[config.mk]
export PLATFORM = sky130hd
export DESIGN_NAME = cfg_cycle_router
export DESIGN_NICKNAME = d
export VERILOG_FILES = /design/src/rtl/cfg_cycle_router.sv
export SDC_FILE = /design/constraint.sdc
export NUM_CORES = 1
export LEC_CHECK = 0
export BUFFER_PORTS_ARGS = -buffer_cell sky130_fd_sc_hd__buf_2
export CAP_MARGIN = 20
export CORE_MARGIN = 4
export CORE_UTILIZATION = 30
export DETAILED_ROUTE_END_ITERATION = 7
export GPL_ROUTABILITY_DRIVEN = 1
export GPL_TIMING_DRIVEN = 0
export PLACE_DENSITY = 0.54
export SYNTH_ARGS = -nofsm -noshare
export SYNTH_HDL_FRONTEND = slang
export SYNTH_SLANG_ARGS = --single-unit
[constraint.sdc]
create_clock -name clk -period 1.8 [get_ports clk]
set_input_delay 0.27 -clock clk [delete_from_list [all_inputs] [get_ports clk]]
set_output_delay 0.27 -clock clk [all_outputs]
set_load 0.05 [all_outputs]
[src/rtl/cfg_cycle_router.sv]
module cfg_cycle_router #(
  parameter int IOW = 16,
  parameter logic [IOW-1:0] ADDR_PORT = 16'h0CF8,
  parameter logic [IOW-1:0] DATA_PORT = 16'h0CFC
) (
  input  logic           clk,
  input  logic           rst_n,
  input  logic           io_valid,
  input  logic           io_write,
  input  logic [IOW-1:0] io_addr,
  input  logic [3:0]     io_be,
  input  logic [31:0]    io_wdata,
  output logic           io_done,
  output logic [31:0]    io_rdata,
  input  logic [7:0]     sec_bus,
  input  logic [7:0]     sub_bus,
  output logic           req_valid,
  output logic [1:0]     req_target,
  output logic           req_type1,
  output logic [31:0]    req_addr,
  output logic           req_write,
  output logic [3:0]     req_be,
  output logic [31:0]    req_wdata,
  input  logic           rsp_valid,
  input  logic [31:0]    rsp_rdata
);
  localparam logic [1:0] TGT_LINKREG = 2'd0;
  localparam logic [1:0] TGT_PEREG   = 2'd1;
  localparam logic [1:0] TGT_PEPORT  = 2'd2;
  localparam logic [1:0] TGT_LINK    = 2'd3;

  logic [31:0] cfg_addr;
  logic        busy;
  logic [1:0]  tgt;
  logic        t1;

  wire       hit_addr = io_valid && !busy && (io_addr[IOW-1:2] == ADDR_PORT[IOW-1:2]);
  wire       hit_data = io_valid && !busy && (io_addr[IOW-1:2] == DATA_PORT[IOW-1:2]);
  wire [7:0] bus      = cfg_addr[23:16];
  wire [4:0] dev      = cfg_addr[15:11];
  wire       in_win   = (bus != 8'd0) && (sec_bus <= sub_bus) &&
                        (bus >= sec_bus) && (bus <= sub_bus);

  always_comb begin
    tgt = TGT_LINK;
    t1  = 1'b1;
    if (bus == 8'd0) begin
      t1 = 1'b0;
      if (dev == 5'd0)      tgt = TGT_LINKREG;
      else if (dev == 5'd1) tgt = TGT_PEREG;
    end else if (in_win) begin
      tgt = TGT_PEPORT;
      t1  = (bus != sec_bus);
    end
  end

  always_ff @(posedge clk) begin
    if (!rst_n) begin
      cfg_addr   <= '0;
      busy       <= 1'b0;
      io_done    <= 1'b0;
      io_rdata   <= '0;
      req_valid  <= 1'b0;
      req_target <= '0;
      req_type1  <= 1'b0;
      req_addr   <= '0;
      req_write  <= 1'b0;
      req_be     <= '0;
      req_wdata  <= '0;
    end else begin
      io_done   <= 1'b0;
      req_valid <= 1'b0;
      if (hit_addr) begin
        if (io_write && io_be == 4'hF) cfg_addr <= {io_wdata[31:2], 2'b00};
        io_done  <= 1'b1;
        io_rdata <= io_write ? 32'd0 : cfg_addr;
      end else if (hit_data) begin
        if (!cfg_addr[31]) begin
          io_done  <= 1'b1;
          io_rdata <= io_write ? 32'd0 : 32'hFFFF_FFFF;
        end else begin
          busy       <= 1'b1;
          req_valid  <= 1'b1;
          req_target <= tgt;
          req_type1  <= t1;
          req_addr   <= {8'd0, cfg_addr[23:2], 1'b0, t1};
          req_write  <= io_write;
          req_be     <= io_be;
          req_wdata  <= io_wdata;
        end
      end else if (busy && rsp_valid) begin
        busy     <= 1'b0;
        io_done  <= 1'b1;
        io_rdata <= req_write ? 32'd0 : rsp_rdata;
      end
    end
  end

  assert_req_pulse_R9: assert property (@(posedge clk) disable iff (!rst_n)
    req_valid |=> !req_valid);
  assert_done_apart_R9: assert property (@(posedge clk) disable iff (!rst_n)
    !(io_done && req_valid));
  assert_internal_bus0_R4: assert property (@(posedge clk) disable iff (!rst_n)
    (req_valid && (req_target == TGT_LINKREG || req_target == TGT_PEREG))
      |-> (req_addr[23:16] == 8'd0 && !req_type1));
  assert_type1_nonzero_R7: assert property (@(posedge clk) disable iff (!rst_n)
    (req_valid && req_type1) |-> (req_addr[23:16] != 8'd0));
  assert_port_in_window_R6: assert property (@(posedge clk) disable iff (!rst_n)
    (req_valid && req_target == TGT_PEPORT) |-> (req_addr[23:16] != 8'd0));
  assert_hold_while_busy_R10: assert property (@(posedge clk) disable iff (!rst_n)
    (busy && !rsp_valid) |=> !io_done);
endmodule

==> metrics.yaml <==
critical_path:
  r2r_start: "busy$_SDFFE_PN0P_"
  crit_required_ns: 2.07
  end_kind: "flop"
  crit_buf_inv: 2
  cp.arrival_ns: 2.01
  path_max_fanout: 10
  critPathMaxStageDelay_ns: 0.35
  cp_top_family: "simple AND/OR/NAND/NOR gates"
  crit_path_cell_trace: "and4b_2, and4_4, nand3_4, buf_8, buf_4, nand2_1, a21oi_1"
  reg2reg_to: "req_addr[10]$_SDFFE_PN0P_"
  worstSetupPathType: "flop to flop"
  crit_slowest_cell: "and4b_2"
  reg2reg_setup_slack_ns: 0.05
  startpoint_type: "flop"
  r2r_cells: 7
final_layout:
  utilization_pct: 42.6
  area_growth_pct: 39.7
  layout_commonest_cell: "buf_2"
  final_layout_size_suffix_gt1_share_pct: 31.8
  final_cell_mix: "buf_2, nand2_1, dfxtp_1"
  final_nets: 1095
  final_design_area_no_fill_um2: 7940
  layout.cells.non_filler: 1214
timing:
  slew_headroom_pct: 59.2
  slew_viol_final: 0
  finClkSkew_ns: 0.00621
  setup_viol: 0
  fin_crit_ns: 1.75
  max_slew.worst_pin.slew_ns: 0.612
  fin_crit_sh_pct: 97.1
  tns_ns: 0
  final_hold_viol_count: 0
  grt_setup_unrepaired: "yes"
  fmax_mhz: 572
route:
  ant_nets: 0
  drt-initial-drc-count: 315
  viasPerCell: 4.75
  wl_per_cell_um: 16.8
  vias: 5764
  first_pass_iters: 4
  totalWireLength_mm: 20.4
  drc: 0
hold_path:
  min-delay-start: "io_wdata[1]"
  min_path_type: "input pin to flop"
  hold_depth: 3
  hold_path_end: "req_wdata[1]$_SDFFE_PN0P_"
floorplanning:
  die_h_um: 146
  start_util_pct: 30.5
  rows: 50
  io_pins: 211
  die_area_um2: 21200
  die_x_um: 146
  core_um2: 18600
place:
  dp.cells: 1172
  port_buffers: 198
  placed_area_um2: 7000
  hpwl_mm: 15.7
  place_congestion: 0.808
power:
  p_leak_nw: 3.50
  total_power_mw: 6.93
  peakVddDrop_uv: 755
  p_per_area_nw_per_um2: 872
yosys:
  synth.distinct_cells: 38
  synth_edf_count: 0
  syn_area_um2: 5680
  synth-seq-area-share_pct: 44.7
  ys_ff_latch: 127
  synthesis.instances: 732
  yosysWarnings: 0
  synthFlopType: "dfxtp_1"
  synth-async-reset-ratio_pct: 0
  syn_avg_cell_area_um2: 7.77
clock_tree:
  htree_num_levels: 4
  postCtsHoldBufs: 0
  cts_num_sinks: 127
  cts_tree: "built"
  path_clk_slew_ns: 0.05
  clockBufferDepth: 2
  cts_buffers: 17
  cts-root-buf: "clkbuf_16"
  clk_latency_ns: 0.41
outcome:
  status: "completed"
run:
  max-cap-violations: 0
global_route:
  grt_pass1_wl_mm: 31.2
  grt_pass1_vias: 5538
  grt_max_degree: 17
  grt_overflow: 0
  grt_antenna_before_repair: 2
  grt_usage_pct: 18.6
synthesized netlist by cell type (2+ instances only):
master    instances  area, um2
nand3_1          34        170
and4b_1           2       20.0
o211ai_1          2       15.0
a21oi_1         103        515
a211oi_1          2       15.0
clkbuf_1         29        109
buf_4            22        165
clkbuf_2          2       10.0
o21ai_0          49        245
nand2b_1          3       18.8
nand2_1         186        698
dfxtp_1         127       2540
nor2b_1           2       12.5
inv_1            47        176
o311ai_0         30        263
nor2_1            9       33.8
nand4_1           8       50.1
nor3_1            2       10.0
buf_2            11       55.1
ha_1             24        300
o21ai_1          20        100
or4_1             2       15.0
timing repair:
item	4_1_cts	5_1_grt
gates cloned	0	1
gates resized for setup	14	74
pin swaps	1	10
endpoints found under the setup margin	64	92
setup buffers	0	8
worst max path at each step:
stage                              startpoint                         end  depth (start not counted)  slack, ns
floorplan           cfg_addr[17]$_SDFFE_PN0P_    req_addr[0]$_SDFFE_PN0P_                          7       0.22
global placement                        rst_n      req_write$_SDFFE_PN0P_                          5      -0.19
detailed placement                      rst_n      req_write$_SDFFE_PN0P_                          5      -0.14
CTS                 cfg_addr[17]$_SDFFE_PN0P_  req_target[0]$_SDFFE_PN0P_                          7      -0.01
global route                busy$_SDFFE_PN0P_   io_rdata[12]$_SDFFE_PN0P_                          7      -0.02
finish                      busy$_SDFFE_PN0P_   req_addr[10]$_SDFFE_PN0P_                          7       0.05
metrics by stage:
step                worst slack [ns]  hold slack (ns)
floorplan                      0.215            0.410
CTS                          -0.0105           0.0865
finish                        0.0529            0.106
global placement              -0.187            0.435
global route                 -0.0192           0.0974
detailed placement            -0.145            0.442
flip-flops by register name, summed over array words and instances, names as in the netlist, 2 cells and up:
name and cells:
io_rdata 32, req_wdata 32, cfg_addr 30, req_addr 23
req_be 4, req_target 2
where the power goes:
group	leakage, nW	switching (mW)	internal [mW]
Combinational	2.17	0.263	0.173
Clock	0.306	1.26	2.42
Sequential	1.03	0.0000225	2.80
routing by layer:
metal  part of all wire, %  GRT usage, %  up-vias
li1                      -             -     2954
met1                    47          25.0     2643
met2                    46          29.7      151
met5                 0.039             0        -
met3                   5.9          5.08       14
met4                   1.1          4.75        2
tightest hold or removal path: stages:
cell	delay, ns
buf_2	0.10
nand2_1	0.05
a21oi_1	0.05
cell families after synthesis:
| family | Yosys count | share of synthesized area (%) |
|---|---|---|
| adder cells (fa/ha/maj) | 24 | 5.28 |
| buffers and inverters | 111 | 9.07 |
| AND/OR/NAND/NOR | 259 | 19.9 |
| flip-flops | 127 | 44.7 |
| AO/OA/AOI/OAI | 210 | 21.0 |
| other | 1 | 0.0660 |
final cells by class:
cell class | instances | area [um2]
Fill cell | 1964 | 10700
Tap cell | 234 | 293
Sequential cell | 127 | 2560
Timing Repair Buffer | 207 | 1080
Clock inverter | 10 | 159
Clock buffer | 22 | 474
Multi-Input combinational cell | 502 | 2790
Antenna cell | 1 | 2.50
Buffer | 64 | 402
Inverter | 47 | 176
Power figures use the tool's default switching activity.
